$ cat src/rtl/eoi_throttle_pkg.sv
package eoi_throttle_pkg;
  // Version value for which the register EOI path is honoured
  localparam logic [7:0] EOI_REG_VERSION = 8'h20;

  // Fields of one table entry as seen by the scanner
  typedef struct packed {
    logic [7:0] vector;
    logic       level;
    logic       masked;
    logic       rirr;
  } ent_view_t;
endpackage

$ cat src/rtl/eoi_scan_seq.sv
module eoi_scan_seq #(
  parameter int NPINS = 24,
  parameter int PIN_W = 5
) (
  input  logic             clk,
  input  logic             rst_n,
  input  logic             start,
  input  logic [7:0]       start_vec,
  output logic             busy,
  output logic [PIN_W-1:0] idx,
  output logic [7:0]       vec
);
  localparam logic [PIN_W-1:0] LAST = PIN_W'(NPINS - 1);

  logic             busy_q, busy_d;
  logic [PIN_W-1:0] idx_q, idx_d;
  logic [7:0]       vec_q, vec_d;

  always_comb begin
    busy_d = busy_q;
    idx_d  = idx_q;
    vec_d  = vec_q;
    if (busy_q) begin
      if (idx_q == LAST) busy_d = 1'b0;
      else               idx_d  = idx_q + 1'b1;
    end else if (start) begin
      busy_d = 1'b1;
      idx_d  = '0;
      vec_d  = start_vec;
    end
  end

  always_ff @(posedge clk or negedge rst_n) begin
    if (!rst_n) begin
      busy_q <= 1'b0;
      idx_q  <= '0;
      vec_q  <= '0;
    end else if (busy_q || start) begin
      busy_q <= busy_d;
      idx_q  <= idx_d;
      vec_q  <= vec_d;
    end
  end

  assign busy = busy_q;
  assign idx  = idx_q;
  assign vec  = vec_q;
endmodule

$ cat src/rtl/eoi_storm_cnt.sv
module eoi_storm_cnt #(
  parameter int NPINS       = 24,
  parameter int PIN_W       = 5,
  parameter int STORM_LIMIT = 10000,
  parameter int CNT_W       = 14
) (
  input  logic             clk,
  input  logic             rst_n,
  input  logic             hit,
  input  logic [PIN_W-1:0] hit_pin,
  input  logic             bump,
  input  logic             wr_valid,
  input  logic [PIN_W-1:0] wr_pin,
  output logic             redeliver,
  output logic             arm
);
  localparam logic [CNT_W:0] LIM = (CNT_W+1)'(STORM_LIMIT);

  logic [CNT_W-1:0] cnt_q [NPINS];
  logic [CNT_W:0]   inc;
  logic             reached;

  assign inc       = {1'b0, cnt_q[hit_pin]} + 1'b1;
  assign reached   = (inc >= LIM);
  assign redeliver = hit && bump && !reached;
  assign arm       = hit && bump && reached;

  for (genvar p = 0; p < NPINS; p++) begin : g_pin
    logic [CNT_W-1:0] cnt_d;
    logic             wr_here, hit_here, cnt_en;

    assign wr_here  = wr_valid && (wr_pin == PIN_W'(p));
    assign hit_here = hit && (hit_pin == PIN_W'(p));
    assign cnt_en   = wr_here || hit_here;

    always_comb begin
      cnt_d = cnt_q[p];
      if (wr_here)                cnt_d = '0;
      else if (!bump || reached)  cnt_d = '0;
      else                        cnt_d = inc[CNT_W-1:0];
    end

    always_ff @(posedge clk or negedge rst_n) begin
      if (!rst_n)      cnt_q[p] <= '0;
      else if (cnt_en) cnt_q[p] <= cnt_d;
    end
  end
endmodule

$ cat src/rtl/eoi_delay_timer.sv
module eoi_delay_timer #(
  parameter int DELAY_CYCLES = 2000000,
  parameter int TMR_W        = 21
) (
  input  logic clk,
  input  logic rst_n,
  input  logic arm,
  output logic fire
);
  localparam logic [TMR_W-1:0] LOAD = TMR_W'(DELAY_CYCLES);

  logic [TMR_W-1:0] tmr_q, tmr_d;
  logic             running, tmr_en;

  assign running = (tmr_q != '0);
  assign tmr_en  = running || arm;
  assign fire    = (tmr_q == TMR_W'(1));

  // A running countdown is never reloaded: earliest expiry wins
  always_comb begin
    if (running) tmr_d = tmr_q - 1'b1;
    else         tmr_d = LOAD;
  end

  always_ff @(posedge clk or negedge rst_n) begin
    if (!rst_n)      tmr_q <= '0;
    else if (tmr_en) tmr_q <= tmr_d;
  end
endmodule

$ cat src/rtl/eoi_storm_throttle.sv
module eoi_storm_throttle
  import eoi_throttle_pkg::*;
#(
  parameter int          NPINS        = 24,
  parameter int          STORM_LIMIT  = 10000,
  parameter int          DELAY_CYCLES = 2000000,
  parameter logic [7:0]  VERSION      = 8'h20,
  parameter int          PIN_W        = (NPINS > 1) ? $clog2(NPINS) : 1
) (
  input  logic               clk,
  input  logic               rst_n,
  input  logic               cpu_eoi_valid,
  input  logic [7:0]         cpu_eoi_vector,
  input  logic               reg_eoi_valid,
  input  logic [7:0]         reg_eoi_vector,
  input  logic [NPINS*8-1:0] ent_vector,
  input  logic [NPINS-1:0]   ent_level,
  input  logic [NPINS-1:0]   ent_mask,
  input  logic [NPINS-1:0]   ent_rirr,
  input  logic [NPINS-1:0]   irr,
  input  logic               ent_wr_valid,
  input  logic [PIN_W-1:0]   ent_wr_pin,
  output logic [NPINS-1:0]   rirr_clr,
  output logic               service_req,
  output logic               busy
);
  localparam int  CNT_W   = $clog2(STORM_LIMIT + 1);
  localparam int  TMR_W   = $clog2(DELAY_CYCLES + 1);
  localparam bit  REG_EOI = (VERSION == EOI_REG_VERSION);

  logic             start;
  logic [7:0]       start_vec;
  logic [PIN_W-1:0] idx;
  logic [7:0]       scan_vec;
  ent_view_t        cur;
  logic             hit, bump, redeliver, arm, fire;
  logic             svc_q, svc_d;

  // Processor-side strobe has priority over the register path
  assign start     = cpu_eoi_valid || (REG_EOI && reg_eoi_valid);
  assign start_vec = cpu_eoi_valid ? cpu_eoi_vector : reg_eoi_vector;

  eoi_scan_seq #(.NPINS(NPINS), .PIN_W(PIN_W)) u_seq (
    .clk(clk), .rst_n(rst_n), .start(start), .start_vec(start_vec),
    .busy(busy), .idx(idx), .vec(scan_vec)
  );

  always_comb begin
    cur.vector = ent_vector[8*idx +: 8];
    cur.level  = ent_level[idx];
    cur.masked = ent_mask[idx];
    cur.rirr   = ent_rirr[idx];
  end

  assign hit  = busy && cur.level && (cur.vector == scan_vec) && cur.rirr;
  assign bump = !cur.masked && irr[idx];

  always_comb begin
    rirr_clr = '0;
    rirr_clr[idx] = hit;
  end

  eoi_storm_cnt #(
    .NPINS(NPINS), .PIN_W(PIN_W), .STORM_LIMIT(STORM_LIMIT), .CNT_W(CNT_W)
  ) u_cnt (
    .clk(clk), .rst_n(rst_n), .hit(hit), .hit_pin(idx), .bump(bump),
    .wr_valid(ent_wr_valid), .wr_pin(ent_wr_pin),
    .redeliver(redeliver), .arm(arm)
  );

  eoi_delay_timer #(.DELAY_CYCLES(DELAY_CYCLES), .TMR_W(TMR_W)) u_tmr (
    .clk(clk), .rst_n(rst_n), .arm(arm), .fire(fire)
  );

  assign svc_d = redeliver || fire;

  always_ff @(posedge clk or negedge rst_n) begin
    if (!rst_n) svc_q <= 1'b0;
    else        svc_q <= svc_d;
  end

  assign service_req = svc_q;
endmodule

$ cat config.mk
export PLATFORM = sky130hd
export DESIGN_NAME = eoi_storm_throttle
export DESIGN_NICKNAME = d
export VERILOG_FILES = /design/src/rtl/eoi_throttle_pkg.sv /design/src/rtl/eoi_scan_seq.sv /design/src/rtl/eoi_storm_cnt.sv /design/src/rtl/eoi_delay_timer.sv /design/src/rtl/eoi_storm_throttle.sv
export SDC_FILE = /design/constraint.sdc
export NUM_CORES = 1
export LEC_CHECK = 0
export ABC_CLOCK_PERIOD_IN_PS = 6000
export BUFFER_PORTS_ARGS = -buffer_cell sky130_fd_sc_hd__buf_2
export CORE_MARGIN = 3
export CORE_UTILIZATION = 58
export DETAILED_ROUTE_END_ITERATION = 16
export PLACE_DENSITY_LB_ADDON = 0.15
export SYNTH_ARGS = -nofsm -noshare
export SYNTH_HDL_FRONTEND = slang
export SYNTH_SLANG_ARGS = --single-unit
$ cat constraint.sdc
create_clock -name clk -period 6 [get_ports clk]
set_clock_uncertainty 0.2 [all_clocks]
set_input_delay 1.2 -clock clk [delete_from_list [all_inputs] [get_ports clk]]
set_output_delay 1.2 -clock clk [all_outputs]
set_load 0.02 [all_outputs]
## Yosys cells after proc, flatten, opt, wreduce, memory -nomap -nowiden

Cells that the tools add are included.
W data, S select, Z words.

- Multiplexer cells: 46
- Shift operators: 1
- Add/sub/neg operators: 3
- Magnitude comparators: 4
- Bitwise gates (word level): 3
- Reduce and logical (&&, ||, !) cells: 94
- Eq/ne operators: 49

Operators with widths:

| cell | number |
|---|---|
| $mux W14 | 27 |
| $shiftx A192 B9 Y8 | 1 |
| $eq A5 B4 Y1 const B | 16 |
| $eq A5 B5 Y1 const B | 16 |
| $bmux W14 S5 | 1 |
| $logic_and A1 B1 Y1 | 56 |
| $eq A5 B3 Y1 const B | 8 |
| $logic_or A1 B1 Y1 | 29 |
| $and A24 B24 Y24 | 1 |
| $eq A21 B1 Y1 const B | 1 |
| $mux W21 | 1 |
| $reduce_bool A21 Y1 | 1 |
| $sub A21 B1 Y21 const B | 1 |
| $bmux W1 S5 | 4 |
| $eq A5 B2 Y1 const B | 4 |
| $add A14 B1 Y15 const B | 1 |
| $ge A15 B14 Y1 const B | 1 |
| $mux W5 | 3 |
| $eq A5 B1 Y1 const B | 2 |
| $logic_not A5 Y1 | 2 |
| $eq A8 B8 Y1 | 1 |
| $mux W1 | 8 |
| $mux W8 | 1 |
| $ge A6 B6 Y1 const B | 1 |
| other kinds (10) | 13 |

- Output and inout port bits: 26
- Word-level logic and storage cells: 229
- Input port bits: 314
- Register bits after elaboration: 372

## Logic depth before layout (Yosys ltp)

- Depth in word-level cells: 9
- Gate-level depth with buffers: 22
- Depth with buffers taken out: 13

## Modules after synthesis

A second synthesis with hierarchy kept.

- Cells, all modules: 1867
- Area, all modules: 21858.5 um2

By module, submodules not included:

| module | instances | sequential area each (um2) | cells each | area an instance (um2) |
|---|---|---|---|---|
| eoi_storm_cnt | 1 | 8408.1 | 1377 | 16754.8 |
| eoi_storm_throttle | 1 | 25.0 | 313 | 3206.8 |
| eoi_delay_timer | 1 | 525.5 | 114 | 1282.5 |
| eoi_scan_seq | 1 | 350.3 | 63 | 614.3 |

## Least setup slack after synthesis

Ideal clock, no wire load.

- Path kind: input port to output port
- Start point: in ent_vector[120]
- End point: out rirr_clr[15]
- Data required time: 4.600 ns
- Setup slack: 0.867 ns
- Path buffers: 2
- Arrival time: 3.733 ns
- Cell stages on the path: 10
- Path through: mux4_2 mux4_2 a22oi_1 xnor2_1 nor4_1 nand4b_1 or2_2 clkbuf_1 clkbuf_1 nor2_1

- Word-level cells in the longest chain between the ends: 5

Ends and longest elaborated chain:

| item | line | source |
|---|---|---|
| start, declared | eoi_storm_throttle.sv:16 | `input logic [NPINS*8-1:0] ent_vector,` |
| $shiftx A192 B9 Y8 | eoi_storm_throttle.sv:49 | `cur.vector = ent_vector[8*idx +: 8];` |
| $eq A8 B8 Y1 | eoi_storm_throttle.sv:55 | `assign hit = busy && cur.level && (cur.vector == scan_vec) && cur.rirr;` |
| $logic_and A1 B1 Y1 (2 in series) | eoi_storm_throttle.sv:55 |  |
| $and A24 B24 Y24 (no source line) | n/a |  |
| end, declared | eoi_storm_throttle.sv:23 | `output logic [NPINS-1:0] rirr_clr,` |

Every way passes these cells.

## Final worst setup path

- Start point: reg u_seq.idx_q[0] (netlist: u_seq.idx[0])
- End point: out rirr_clr[14]

- Word-level cells in the longest chain between the ends: 6
- Elaborated cells between the ends (all ways): 15
- Those cells by class: order compare (2); eq/ne (1); shift (1); mux (6); bitwise (1); reduce/logical (4)

Ends and longest elaborated chain:

| item | line | source |
|---|---|---|
| start, declared | eoi_scan_seq.sv:16 | `logic [PIN_W-1:0] idx_q, idx_d;` |
| start signal, assigned | eoi_scan_seq.sv:40 | `idx_q <= idx_d;` |
| parallel branches: the longest is 5 deep, another holds $shiftx A192 B9 Y8 | n/a |  |
| $and A24 B24 Y24 (no source line) (*) | n/a |  |

Mark *: on every way between the ends. The select of a mux whose other input is x is not followed.

==> results.json <==
{
  "fin_ws_ns": 0.107,
  "p_total_mw": 8.76,
  "synthesis.instances": 1903,
  "max_cap_viol_count": 0,
  "hold_violations": 0,
  "p_leak_nw": 10.8,
  "synthesis.nets": 2225,
  "cts_tree": "done",
  "r2r-end": "u_cnt.cnt_q[223]",
  "die_x_um": 195,
  "drc": 0,
  "antenna_found_initial": 16,
  "synth-adder-area-share_pct": 0.482,
  "min_path_type": "flip-flop to flip-flop",
  "r2r_setup_slack_ns": 0.75,
  "syn2layout_area_growth_pct": 16.0,
  "io_buffers": 339,
  "synthSimpleGateAreaFrac_pct": 12.7,
  "vias": 18400,
  "async_reset_ff_share_pct": 100,
  "clk_pin_slew_ns": 0.06,
  "globalRouteTotalUtil_pct": 39.2,
  "initial_core_util_pct": 59.5,
  "crit_required_ns": 4.60,
  "post-place-ws_ns": 0.479,
  "cts_max_level": 2,
  "reg2reg_depth": 16,
  "synth_edf_count": 0,
  "synth_top_family_by_area": "compound AO/OA/AOI/OAI gates",
  "totalWireLength_um": 75700,
  "grt_pass1_wl_um": 114000,
  "startpoint_type": "flip-flop",
  "wl_met1_um": 27700,
  "min_from": "u_cnt.cnt_q[200]",
  "cts_inserted_buffers": 40,
  "ys_types": 89,
  "powerDensity_nw_per_um2": 364,
  "ant_nets": 0,
  "worstMarginPinSlew_ns": 1.32,
  "multi_input_area_um2": 10400,
  "cts_setup_buffers": 0,
  "dieArea_um2": 38100,
  "fmax_ghz": 0.170,
  "hold_end": "u_cnt.cnt_q[200]",
  "clkLatencyLatePin_ns": 0.55,
  "yosysSeqAreaShare_pct": 44.8,
  "holdBufCountCts": 0,
  "overflow": 0,
  "grt_max_degree": 141,
  "min_period_ns": 5.89,
  "ys_ff_latch": 372,
  "gp_congestion": 1.02,
  "slew_headroom_pct": 11.6,
  "dr.pass1.iters": 6,
  "worst-path-max-fanout": 24,
  "nets": 2515,
  "cts_buffer_depth": 3,
  "arrival_ns": 4.49,
  "slew_violations": 0,
  "critical_path_class": "flip-flop to primary output",
  "status": "finished, final reports clean",
  "rsz0062_at_grt": "no",
  "hold_depth": 2,
  "cts.sinks": 372,
  "io_pins": 340,
  "cp-end-kind": "primary output",
  "synth_compound_area_share_pct": 18.6,
  "wl_met3_um": 7950,
  "synth_ff_type": "dfrtp_1",
  "setup_viol": 0,
  "timing.rr.start": "u_seq.idx[0]",
  "die_h_um": 195,
  "initialDrtViolationCount": 2055,
  "syn_area_um2": 20800,
  "drive_above_1_share_pct": 28.7,
  "vias_per_cell": 6.84,
  "first_global_vias": 18400,
  "core_area_um2": 34900,
  "met2_wirelength_um": 35600,
  "irDropWorstVdd_mv": 0.282,
  "synthMuxAreaShare_pct": 17.1,
  "wire_per_inst_um": 28.2,
  "place_hpwl_um": 54600,
  "setup_tns_ns": 0,
  "synth_area_per_cell_um2": 10.9,
  "regArea_um2": 9320,
  "synth_warnings": 0,
  "synth-xor-area-share_pct": 1.18,
  "fillCellCount": 2667,
  "fin_crit_sh_pct": 98.2,
  "top_layer": "met5",
  "rows": 68,
  "cts-root-buf": "clkbuf_16"
}
per-layer routing:
| layer | vias to the layer above | track usage, % |
|---|---|---|
| met5 | - | 0 |
| met4 | 2 | 20.8 |
| met3 | 239 | 9.08 |
| met2 | 1182 | 61.7 |
| met1 | 9209 | 51.1 |
| li1 | 7746 | - |
critical path, stage by stage (launching register included):
cell and delay (ns):
dfrtp_4 0.76, buf_12 0.26, mux4_2 0.54, mux4_2 0.53
a22oi_1 0.21, xnor2_1 0.16, nor4_1 0.29, nand4b_1 0.14
buf_4 0.22, or2_2 0.44, nor2_2 0.16, buf_2 0.19
how the worst max path moves through the flow:
| stage | startpoint | end | slack, ns | depth (start not counted) |
|---|---|---|---|---|
| 3_3_place_gp | ent_vector[120] | rirr_clr[14] | 0.45 | 11 |
| 2_1_floorplan | ent_vector[120] | rirr_clr[15] | 0.87 | 10 |
| 6_report | u_seq.idx[0] | rirr_clr[14] | 0.11 | 11 |
| 4_1_cts | u_seq.idx[1] | rirr_clr[14] | 0.05 | 10 |
| 5_1_grt | u_seq.idx[0] | rirr_clr[14] | 0.01 | 11 |
| 3_5_place_dp | ent_vector[120] | rirr_clr[14] | 0.48 | 11 |
where the power goes:
part	internal, mW	switching [mW]	total, mW
Sequential	2.56	0.191	2.75
Clock	1.33	1.01	2.34
Combinational	1.45	2.22	3.68
flip-flops by register name, indices dropped and copies added (netlist names):
signal and cells:
u_cnt.cnt_q 336, u_tmr.tmr_q 21, u_seq.vec 8, u_seq.idx 5, service_req 1, u_seq.busy 1
cell type report:
type	count	area share, %
multi-input combinational	1339	43.3
sequential	372	38.7
timing repair buffer	417	10.1
clock buffer	58	4.64
tap	455	2.36
inverter	23	0.374
clock inverter	7	0.322
antenna	15	0.156
metrics by stage:
stage	hold slack (ns)	instance area (um^2)	cells	utilization (%)
final	0.275	24100	2686	69.0
after global routing	0.282	24100	2686	69.0
after CTS	0.276	24000	2671	68.9
after detailed placement	0.263	22800	2606	65.5
after global placement	0.255	22800	2606	65.5
after floorplan	0.241	20800	1903	-
cell families after synthesis:
family | after synthesis
and+or+nand+nor | 562
buffers and inverters | 192
adders and majority gates | 8
muxes | 208
xor gates and xnor gates | 28
AOI/OAI and AO/OA | 533
DFF | 372
layout by cell type (no fill, tap or decap), types with 7 or more instances in the layout:
master     instances
dfrtp_1          368
clkbuf_16         40
buf_4             66
or2_2              9
nor4_1             8
mux2i_1           72
mux4_1            13
o21ai_0          156
inv_1             20
a22oi_1           17
ha_1               8
nand3_1           39
a22o_1            41
nand2_1          277
buf_12            12
nor2_1            83
mux2_2            24
xnor2_1           23
o21ai_1           37
and2_1            25
and3_1             9
buf_2            338
o31a_1             8
a32o_1            77
or3_1              8
a21oi_1           44
nand2b_1          13
a32oi_1            9
o211ai_1           7
a221oi_1          12
mux4_2            99
nor2b_1           27
clkbuf_1          13
o2bb2ai_1         54
nor3_1            23
diode_2           15
o22ai_1           11
cells in the mapped netlist (37+ instances only):
library cell / n / area (um^2)
dfrtp_1: 372 / 9310
nand2_1: 277 / 1040
o21ai_0: 156 / 781
mux4_2: 99 / 2230
nor2_1: 83 / 312
a32o_1: 77 / 771
clkbuf_1: 77 / 289
mux2i_1: 72 / 721
o2bb2ai_1: 54 / 473
a21oi_1: 44 / 220
buf_2: 43 / 215
a22o_1: 41 / 359
nand3_1: 39 / 195
o21ai_1: 37 / 185
repair_timing:
action                                  CTS  global route
endpoints found under the setup margin    0             2
gates resized for setup                   0             1
hold endpoints to repair                  0             0
No activity file was read; power rests on OpenSTA's default activity.
